## src/rtl/bist_seq_pkg.sv

```systemverilog
package bist_seq_pkg;
  typedef enum logic [1:0] {
    ORD_FAST_X  = 2'b00,
    ORD_FAST_Y  = 2'b01,
    ORD_FAST_XY = 2'b10,
    ORD_XZY     = 2'b11
  } ord_e;

  localparam int DIM_COL  = 0;
  localparam int DIM_ROW  = 1;
  localparam int DIM_BANK = 2;
  localparam int NUM_DIM  = 3;
endpackage

```

## src/rtl/bist_dim_cnt.sv

```systemverilog
// One address dimension: wrapping up/down counter between two bounds.
module bist_dim_cnt #(
  parameter int W = 3
) (
  input  logic         clk,
  input  logic         rst_n,
  input  logic         load_i,
  input  logic         step_i,
  input  logic         down_i,
  input  logic [W-1:0] lo_i,
  input  logic [W-1:0] hi_i,
  output logic [W-1:0] val_o,
  output logic         final_o
);
  logic [W-1:0] first_v;
  logic [W-1:0] end_v;

  assign first_v = down_i ? hi_i : lo_i;
  assign end_v   = down_i ? lo_i : hi_i;
  assign final_o = (val_o == end_v);

  always_ff @(posedge clk) begin
    if (!rst_n) begin
      val_o <= '0;
    end else if (load_i) begin
      val_o <= first_v;
    end else if (step_i) begin
      if (final_o)     val_o <= first_v;
      else if (down_i) val_o <= val_o - W'(1);
      else             val_o <= val_o + W'(1);
    end
  end
endmodule

```

## src/rtl/bist_step_plan.sv

```systemverilog
// Carry network: which dimensions step on an accepted beat, and when the pass ends.
module bist_step_plan
  import bist_seq_pkg::*;
(
  input  ord_e               mode_i,
  input  logic               adv_i,
  input  logic [NUM_DIM-1:0] fin_i,
  output logic [NUM_DIM-1:0] step_o,
  output logic               last_o
);
  always_comb begin
    step_o = '0;
    last_o = 1'b0;
    case (mode_i)
      ORD_FAST_X: begin
        step_o[DIM_COL]  = adv_i;
        step_o[DIM_ROW]  = adv_i & fin_i[DIM_COL];
        step_o[DIM_BANK] = adv_i & fin_i[DIM_COL] & fin_i[DIM_ROW];
        last_o           = &fin_i;
      end
      ORD_FAST_Y: begin
        step_o[DIM_ROW]  = adv_i;
        step_o[DIM_COL]  = adv_i & fin_i[DIM_ROW];
        step_o[DIM_BANK] = adv_i & fin_i[DIM_ROW] & fin_i[DIM_COL];
        last_o           = &fin_i;
      end
      ORD_FAST_XY: begin
        step_o[DIM_COL]  = adv_i;
        step_o[DIM_ROW]  = adv_i;
        step_o[DIM_BANK] = adv_i & fin_i[DIM_COL];
        last_o           = fin_i[DIM_COL] & fin_i[DIM_BANK];
      end
      ORD_XZY: begin
        step_o[DIM_COL]  = adv_i;
        step_o[DIM_BANK] = adv_i & fin_i[DIM_COL];
        step_o[DIM_ROW]  = adv_i & fin_i[DIM_COL] & fin_i[DIM_BANK];
        last_o           = &fin_i;
      end
      default: begin
        step_o = '0;
        last_o = 1'b0;
      end
    endcase
  end
endmodule

```

## src/rtl/bist_addr_seq.sv

```systemverilog
module bist_addr_seq
  import bist_seq_pkg::*;
#(
  parameter int COL_W  = 3,
  parameter int ROW_W  = 2,
  parameter int BANK_W = 2
) (
  input  logic                            clk,
  input  logic                            rst_n,
  input  logic                            go_i,
  input  logic                            restart_i,
  input  logic [1:0]                      mode_i,
  input  logic                            down_i,
  input  logic                            range_en_i,
  input  logic [1:0]                      rank_sel_i,
  input  logic [BANK_W+ROW_W+COL_W-1:0]   start_addr_i,
  input  logic [BANK_W+ROW_W+COL_W-1:0]   end_addr_i,
  input  logic                            addr_ready_i,
  output logic                            addr_valid_o,
  output logic [BANK_W-1:0]               addr_bank_o,
  output logic [ROW_W-1:0]                addr_row_o,
  output logic [COL_W-1:0]                addr_col_o,
  output logic                            addr_last_o,
  output logic [1:0]                      rank_cs_o,
  output logic                            busy_o
);
  localparam int ADDR_W = BANK_W + ROW_W + COL_W;

  // configuration captured at go
  logic [1:0]        cfg_mode;
  logic              cfg_down;
  logic              cfg_rng;
  logic [1:0]        cfg_cs;
  logic [ADDR_W-1:0] cfg_start;
  logic [ADDR_W-1:0] cfg_end;
  logic              busy_q;

  logic take_go;
  logic load;
  logic fire;
  logic adv;
  logic plan_last;

  // configuration seen by the counters: live inputs in the go cycle
  logic [1:0]        src_mode;
  logic              src_down;
  logic              src_rng;
  logic [ADDR_W-1:0] src_start;
  logic [ADDR_W-1:0] src_end;

  logic [NUM_DIM-1:0] fin;
  logic [NUM_DIM-1:0] step;
  logic [NUM_DIM-1:0] inv;
  logic               bad_rng;
  logic [ADDR_W-1:0]  cur_addr;

  assign take_go = go_i & ~busy_q & ~restart_i;
  assign load    = take_go | restart_i;
  assign fire    = busy_q & addr_ready_i;
  assign adv     = fire & ~restart_i & ~plan_last;

  assign src_mode  = take_go ? mode_i       : cfg_mode;
  assign src_down  = take_go ? down_i       : cfg_down;
  assign src_rng   = take_go ? range_en_i   : cfg_rng;
  assign src_start = take_go ? start_addr_i : cfg_start;
  assign src_end   = take_go ? end_addr_i   : cfg_end;

  assign bad_rng = |inv;

  always_ff @(posedge clk) begin
    if (!rst_n) begin
      cfg_mode  <= '0;
      cfg_down  <= 1'b0;
      cfg_rng   <= 1'b0;
      cfg_cs    <= '0;
      cfg_start <= '0;
      cfg_end   <= '0;
    end else if (take_go) begin
      cfg_mode  <= mode_i;
      cfg_down  <= down_i;
      cfg_rng   <= range_en_i;
      cfg_cs    <= rank_sel_i;
      cfg_start <= start_addr_i;
      cfg_end   <= end_addr_i;
    end
  end

  always_ff @(posedge clk) begin
    if (!rst_n)                 busy_q <= 1'b0;
    else if (load)              busy_q <= 1'b1;
    else if (fire && plan_last) busy_q <= 1'b0;
  end

  for (genvar g = 0; g < NUM_DIM; g++) begin : g_dim
    localparam int DW  = (g == DIM_COL) ? COL_W : (g == DIM_ROW) ? ROW_W : BANK_W;
    localparam int OFS = (g == DIM_COL) ? 0 : (g == DIM_ROW) ? COL_W : COL_W + ROW_W;

    logic [DW-1:0] s_f;
    logic [DW-1:0] e_f;
    logic [DW-1:0] lo;
    logic [DW-1:0] hi;
    logic [DW-1:0] v;

    assign s_f    = src_start[OFS +: DW];
    assign e_f    = src_end[OFS +: DW];
    assign inv[g] = src_rng & (e_f < s_f);
    // an inverted box collapses every dimension onto the start field
    assign lo     = src_rng ? s_f : '0;
    assign hi     = bad_rng ? s_f : (src_rng ? e_f : '1);

    bist_dim_cnt #(.W(DW)) cnt_i (
      .clk     (clk),
      .rst_n   (rst_n),
      .load_i  (load),
      .step_i  (step[g]),
      .down_i  (src_down),
      .lo_i    (lo),
      .hi_i    (hi),
      .val_o   (v),
      .final_o (fin[g])
    );

    assign cur_addr[OFS +: DW] = v;
  end

  bist_step_plan plan_i (
    .mode_i (ord_e'(src_mode)),
    .adv_i  (adv),
    .fin_i  (fin),
    .step_o (step),
    .last_o (plan_last)
  );

  assign addr_valid_o = busy_q;
  assign addr_last_o  = busy_q & plan_last;
  assign addr_col_o   = cur_addr[COL_W-1:0];
  assign addr_row_o   = cur_addr[COL_W +: ROW_W];
  assign addr_bank_o  = cur_addr[COL_W+ROW_W +: BANK_W];
  assign rank_cs_o    = cfg_cs;
  assign busy_o       = busy_q;
endmodule

```

## config.mk

```make
export PLATFORM = sky130hd
export DESIGN_NAME = bist_addr_seq
export DESIGN_NICKNAME = d
export VERILOG_FILES = /design/src/rtl/bist_seq_pkg.sv /design/src/rtl/bist_dim_cnt.sv /design/src/rtl/bist_step_plan.sv /design/src/rtl/bist_addr_seq.sv
export SDC_FILE = /design/constraint.sdc
export NUM_CORES = 1
export LEC_CHECK = 0
export ABC_AREA = 0
export BUFFER_PORTS_ARGS = -buffer_cell sky130_fd_sc_hd__buf_4
export CORE_MARGIN = 2
export CORE_UTILIZATION = 25
export CTS_BUF_LIST = sky130_fd_sc_hd__clkbuf_2
export CTS_CLUSTER_SIZE = 10
export DETAILED_ROUTE_END_ITERATION = 10
export PLACE_DENSITY = 0.44
export SKIP_LAST_GASP = 1
export SYNTH_ARGS = -nofsm -noshare
export SYNTH_HDL_FRONTEND = slang
export SYNTH_SLANG_ARGS = --single-unit
```

## constraint.sdc

```tcl
create_clock -name clk -period 7.25 [get_ports clk]
set_input_delay 1.45 -clock clk [delete_from_list [all_inputs] [get_ports clk]]
set_output_delay 1.45 -clock clk [all_outputs]
set_load 0.02 [all_outputs]
```

==> results of run 1 <==
[layout make-up]
| type | instances | area share, % |
|---|---|---|
| Multi-Input combinational cell | 199 | 56.73 |
| Sequential cell | 28 | 23.82 |
| Timing Repair Buffer | 40 | 12.76 |
| Tap cell | 102 | 5.423 |
| Clock buffer | 3 | 0.6380 |
| Inverter | 4 | 0.6380 |
[synth_stat cells, types with 3 or more instances]
master,number,area share (%)
o22ai_1,4,1.3
and3_1,5,1.6
mux2i_1,15,7.6
nand3_1,3,0.76
a31o_2,4,1.8
clkbuf_1,5,0.95
nor2b_1,13,4.1
dfxtp_1,28,28
a31oi_1,5,1.6
inv_1,4,0.76
ha_1,3,1.9
o21ai_0,10,2.5
nand2_1,41,7.8
a21boi_0,6,2.3
and2_1,9,2.8
a21oi_1,15,3.8
nand3b_1,5,1.9
buf_2,5,1.3
nor2_1,13,2.5
xnor2_1,6,2.7
[stage by stage]
step | util, % | cells | power [mW]
after global placement | 30.42 | 373 | 0.3070
after floorplan | - | 244 | 0.2688
after detailed placement | 30.42 | 373 | 0.3074
after global routing | 30.62 | 376 | 0.3908
after CTS | 30.62 | 376 | 0.3708
final | 30.62 | 376 | 0.3653
[worst paths after layout]
check	startpoint	endpoint	slack, ns	depth (start not counted)
setup / recovery	restart_i	addr_last_o	0.72	13
hold / removal	rank_cs_o[0]	rank_cs_o[0]	0.48	2
setup reg to reg	addr_valid_o	g_dim[1].cnt_i.val_o[0]	2.89	13
hold reg to reg	rank_cs_o[0]	rank_cs_o[0]	0.48	2
[where the power goes]
part | switching (mW) | internal, mW | leakage [nW] | total [mW]
sequential | 0.00814 | 0.163 | 0.229 | 0.171
clock | 0.0502 | 0.0112 | 0.0125 | 0.0614
combinational | 0.0765 | 0.0563 | 0.715 | 0.133
total | 0.135 | 0.231 | 0.956 | 0.365
[per-layer routing]
metal  vias up  share of wire, %
met5         -                 0
met2        28                47
met4         0               1.4
li1        933                 -
met1       860                48
met3         7               3.7
[critical path, stage by stage]
cell	delay [ns]
buf_4	0.14
nor3b_4	0.40
buf_4	0.27
mux2i_1	0.37
ha_1	0.30
a31o_2	0.22
o211ai_2	0.15
o21ai_0	0.16
and3_1	0.19
or4_1	0.66
a2111oi_4	0.43
and2_1	0.18
buf_4	0.14
[logic make-up (layout without fill, tap and decap cells)]
group,after synthesis,after routing,share of synthesized area (%)
AOI/OAI and AO/OA,70,70,26.28
xor gates and xnor gates,6,6,2.653
adders and majority gates,4,4,2.906
buffers and inverters,17,47,4.295
DFF,28,28,28.30
muxes,17,17,8.717
and+or+nand+nor,102,102,26.85
[registers in the layout (all words and copies together), names as in the netlist]
register,flops
addr_valid_o,1
cfg_rng,1
rank_cs_o,2
cfg_end,7
cfg_start,7
g_dim.cnt_i.val_o,7
cfg_mode,2
cfg_down,1
==> key figures, run 1 <==
Global route
  – Global route hottest layer: met2
  – All-Layer GR Usage: 13.40%
  – Number of global-route vias before repair: 1901
  – Met1 Track Usage GR: 17.24%
  – Total congestion overflow: 0
  – Met2 Usage GRT: 23.25%
  – GR Util met3: 2.095%
  – Initial antenna violation count: 0
  – Largest net degree at the start of global routing: 31
  – Global-route wire length before repair: 9204 µm

Timing
  – Final period utilization: 90.03%
  – Rel. slew slack: 61.50%
  – Final setup violating endpoints: 0
  – Final clock skew: 0.02120 ns
  – Final Max Tran Viols: 0
  – RSZ-0062 raised after global routing: no
  – Final worst setup slack: 0.7230 ns
  – Final critical-path required period: 6.527 ns
  – Fmax: 153.2 MHz
  – Final setup TNS: 0 ns
  – Hold WS: 0.4804 ns
  – Final Hold Violating Endpoints: 0
  – Worst-Margin Slew: 0.5734 ns

Synthesis
  – Sequential share of the synthesized area: 28.30%
  – Top FF cell, synth: dfxtp_1
  – Synthesized flop and latch total: 28
  – Post-synthesis cell count: 244
  – Yosys warnings: 0
  – Mean post-synth cell area: 8.117 µm²
  – Netlist area before placement: 1981 µm²
  – Netlist cell types: 55
  – Ys async rst share: 0%
  – Syn_nets: 273
  – EDFF count, synth: 0

CTS
  – PostCTS Resize Cnt: 0
  – Post-CTS Setup Repair Bufs: 0
  – H-tree Lvls: 1
  – Clk sinks: 28
  – Clk_lat worst skew: 0.39 ns
  – TritonCTS clock tree: done
  – Clock Pin Slew Worst Setup and Hold Paths: 0.29 ns
  – Max clock buf depth: 2
  – Root Buffer: clkbuf_2
  – # hold bufs at CTS: 0
  – Num CTS Buffers: 3

Drt
  – Antenna Nets Post-Route: 0
  – DRT iter0 DRCs: 74
  – Drt total wl: 5414 µm
  – Pre-antenna DRT Iters: 4
  – DR vias/cell: 4.862
  – # DRC: 0
  – Vias: 1828
  – WL per Instance: 14.40 µm

Critical path
  – Worst Path Required: 5.80 ns
  – Arrival @ worst endpoint: 5.08 ns
  – WS Path Type: in -> out
  – Top fanout value on the critical path: 11
  – Crit start category: primary input
  – Crit end category: primary output

Pwr
  – Leakage power total: 0.9557 nW
  – Peak VDD IR: 0.05247 mV
  – Power Density: 155.2 nW/µm²

Worst hold path
  – Worst hold path type: reg -> reg

Floorplan
  – # IOs: 37
  – Die Width: 93.01 µm
  – Initial Util: 25.76%
  – Core footprint: 7687 µm²
  – Die height: 93.01 µm
  – Row Count: 32
  – Die Area: 8651 µm²

Finish
  – Nets: 305
  – Seq. cell area: 560.5 µm²
  – Layout cells sized above 1: 21.90%
  – Commonest non-fill, non-tap cell in the layout: nand2_1
  – Diode count: 0
  – Cell area after layout: 2354 µm²
  – Area grow syn2layout: 18.83%
  – Multi-input gate area: 1335 µm²
  – FILL cells: 859
  – Most frequent cells in the layout: 41 x nand2_1, 40 x buf_4, 28 x dfxtp_1

Placed design
  – Pre-CTS setup slack: 0.6839 ns
  – Final Wtd Congestion: 0.7784
  – DP Area: 2338 µm²
  – HPWL reported at the end of detailed placement: 4209 µm
  – IO buf count: 36

Status
  – Outcome: finished clean

Job
  – Max_cap viols: 0
Note: power is estimated with default switching activity, not from simulation.
==> run 2: changes to the inputs <==
==> constraint.sdc (replaced) <==
create_clock -name clk -period 6.7 [get_ports clk]
set_input_delay 1.34 -clock clk [delete_from_list [all_inputs] [get_ports clk]]
set_output_delay 1.34 -clock clk [all_outputs]
set_load 0.02 [all_outputs]
==> key figures, run 2 (synthesis results as in run 1) <==
Drt
  – Pre-antenna DRT Iters: 4 (unchanged)
  – DR vias/cell: 4.788 (-1.5%)
  – DRT iter0 DRCs: 110 (+49%)
  – Vias: 1829 (+0.055%)
  – Drt total wl: 5458 µm (+0.81%)
  – WL per Instance: 14.29 µm (-0.77%)
  – Antenna Nets Post-Route: 0 (unchanged)
  – # DRC: 0 (unchanged)

CTS
  – PostCTS Resize Cnt: 0 (unchanged)
  – Clk sinks: 28 (unchanged)
  – Max clock buf depth: 2 (unchanged)
  – Clk_lat worst skew: 0.37 ns (-0.02 ns)
  – Post-CTS Setup Repair Bufs: 0 (unchanged)
  – Num CTS Buffers: 3 (unchanged)
  – Root Buffer: clkbuf_2
  – H-tree Lvls: 1 (unchanged)
  – # hold bufs at CTS: 0 (unchanged)
  – Clock Pin Slew Worst Setup and Hold Paths: 0.28 ns (about the same)
  – TritonCTS clock tree: done

Global route
  – All-Layer GR Usage: 12.88% (-0.51 points)
  – Initial antenna violation count: 0 (unchanged)
  – Number of global-route vias before repair: 1801 (-5.3%)
  – Global-route wire length before repair: 8921 µm (-3.1%)
  – Total congestion overflow: 0 (unchanged)
  – Largest net degree at the start of global routing: 31 (unchanged)

Timing
  – Worst-Margin Slew: 0.5848 ns (+0.01136 ns)
  – Final Max Tran Viols: 0 (unchanged)
  – Final worst setup slack: 0.5336 ns (-0.1894 ns)
  – RSZ-0062 raised after global routing: no
  – Final clock skew: 0.004314 ns (-0.01688 ns)
  – Fmax: 162.2 MHz
  – Final Hold Violating Endpoints: 0 (unchanged)
  – Final period utilization: 92.04%
  – Hold WS: 0.4821 ns (+0.001697 ns)
  – Rel. slew slack: 60.73% (-0.76 points)
  – Final critical-path required period: 6.166 ns
  – Final setup violating endpoints: 0 (unchanged)
  – Final setup TNS: 0 ns (unchanged)

Placed design
  – IO buf count: 36 (unchanged)
  – HPWL reported at the end of detailed placement: 4209 µm (about the same)
  – Final Wtd Congestion: 0.8047 (+3.4%)
  – Pre-CTS setup slack: 0.5215 ns (-0.1624 ns)

Critical path
  – Crit end category: primary output
  – Max incr delay on CP: 0.66 ns (about the same)
  – CP max-delay cell: or4_1
  – Crit start category: primary input
  – Worst Path Required: 5.36 ns (-0.44 ns)
  – Top fanout value on the critical path: 11 (unchanged)
  – Critical path, cell by cell: buf_4 -> or3b_1 -> nand2_1 -> nand2_1 -> ha_1 -> o221a_4 -> o211ai_2 -> o21ai_0 -> and3_1 -> or4_1 -> a2111oi_4 -> and2_1 -> buf_4
  – WS Path Type: in -> out
  – Arrival @ worst endpoint: 4.83 ns (-0.25 ns)

Floorplan
  – Die Area: 8651 µm² (unchanged)
  – Row Count: 32 (unchanged)
  – Die height: 93.01 µm (unchanged)
  – Initial Util: 25.76% (unchanged)
  – Die Width: 93.01 µm (unchanged)
  – Core footprint: 7687 µm² (unchanged)
  – # IOs: 37 (unchanged)

Job
  – Max_cap viols: 0 (unchanged)

Finish
  – Commonest non-fill, non-tap cell in the layout: buf_4
  – Diode count: 0 (unchanged)
  – Nets: 310 (+1.6%)
  – Most frequent cells in the layout: 45 x buf_4, 41 x nand2_1, 28 x dfxtp_1
  – Biggest regs: cfg_end x7, cfg_start x7, g_dim.cnt_i.val_o x7
  – Layout cells sized above 1: 23.21% (+1.3 points)
  – Area grow syn2layout: 20.91%

Pwr
  – Leakage power total: 0.9798 nW (+2.5%)
  – Power Density: 166.3 nW/µm² (+7.2%)
  – Peak VDD IR: 0.05254 mV (+0.14%)

Status
  – Outcome: finished clean

Worst hold path
  – Worst hold path type: reg -> reg
## run 2: final timing paths
kind | from | end | slack (ns) | cells after the start
hold reg to reg | rank_cs_o[0] | rank_cs_o[0] | 0.48 | 2
setup / recovery | restart_i | addr_last_o | 0.53 | 13
setup reg to reg | addr_valid_o | g_dim[1].cnt_i.val_o[0] | 2.53 | 13
hold / removal | rank_cs_o[0] | rank_cs_o[0] | 0.48 | 2
## run 2: stage by stage
step,area (µm²),power [mW],util (%),cells
floorplan,1981,0.2909,-,244
global placement,2376,0.3347,30.91,378
detailed placement,2376,0.3345,30.91,378
CTS,2395,0.4081,31.15,382
global route,2395,0.4295,31.15,382
finish,2395,0.3983,31.15,382
## run 2: power by group
group	leakage, nW	switching [mW]	internal [mW]
Sequential	0.229	0.00847	0.176
Clock	0.0140	0.0541	0.0130
Combinational	0.737	0.0834	0.0630
## run 2: final cells by class
| class | instances | area [µm²] |
|---|---|---|
| fill | 860 | 5293 |
| multi-input combinational | 199 | 1335 |
| sequential | 28 | 560.5 |
| timing repair buffer | 45 | 337.8 |
| tap | 102 | 127.6 |
| clock buffer | 3 | 15.01 |
| inverter | 4 | 15.01 |
| clock inverter | 1 | 3.754 |
## run 2: metal layers
layer | part of all wire [%] | global-route usage [%]
met1 | 50 | 17.62
met2 | 46 | 20.89
met3 | 2.8 | 1.853
met4 | 1.4 | 4.167
met5 | 0 | 0
## run 2: worst max-delay path: cells and delay by family
family | cells | cell delay [ns]
buffers and inverters | 2 | 0.28
AND/OR/NAND/NOR | 6 | 1.83
AO/OA/AOI/OAI | 4 | 1.04
adder cells (fa/ha/maj) | 1 | 0.32
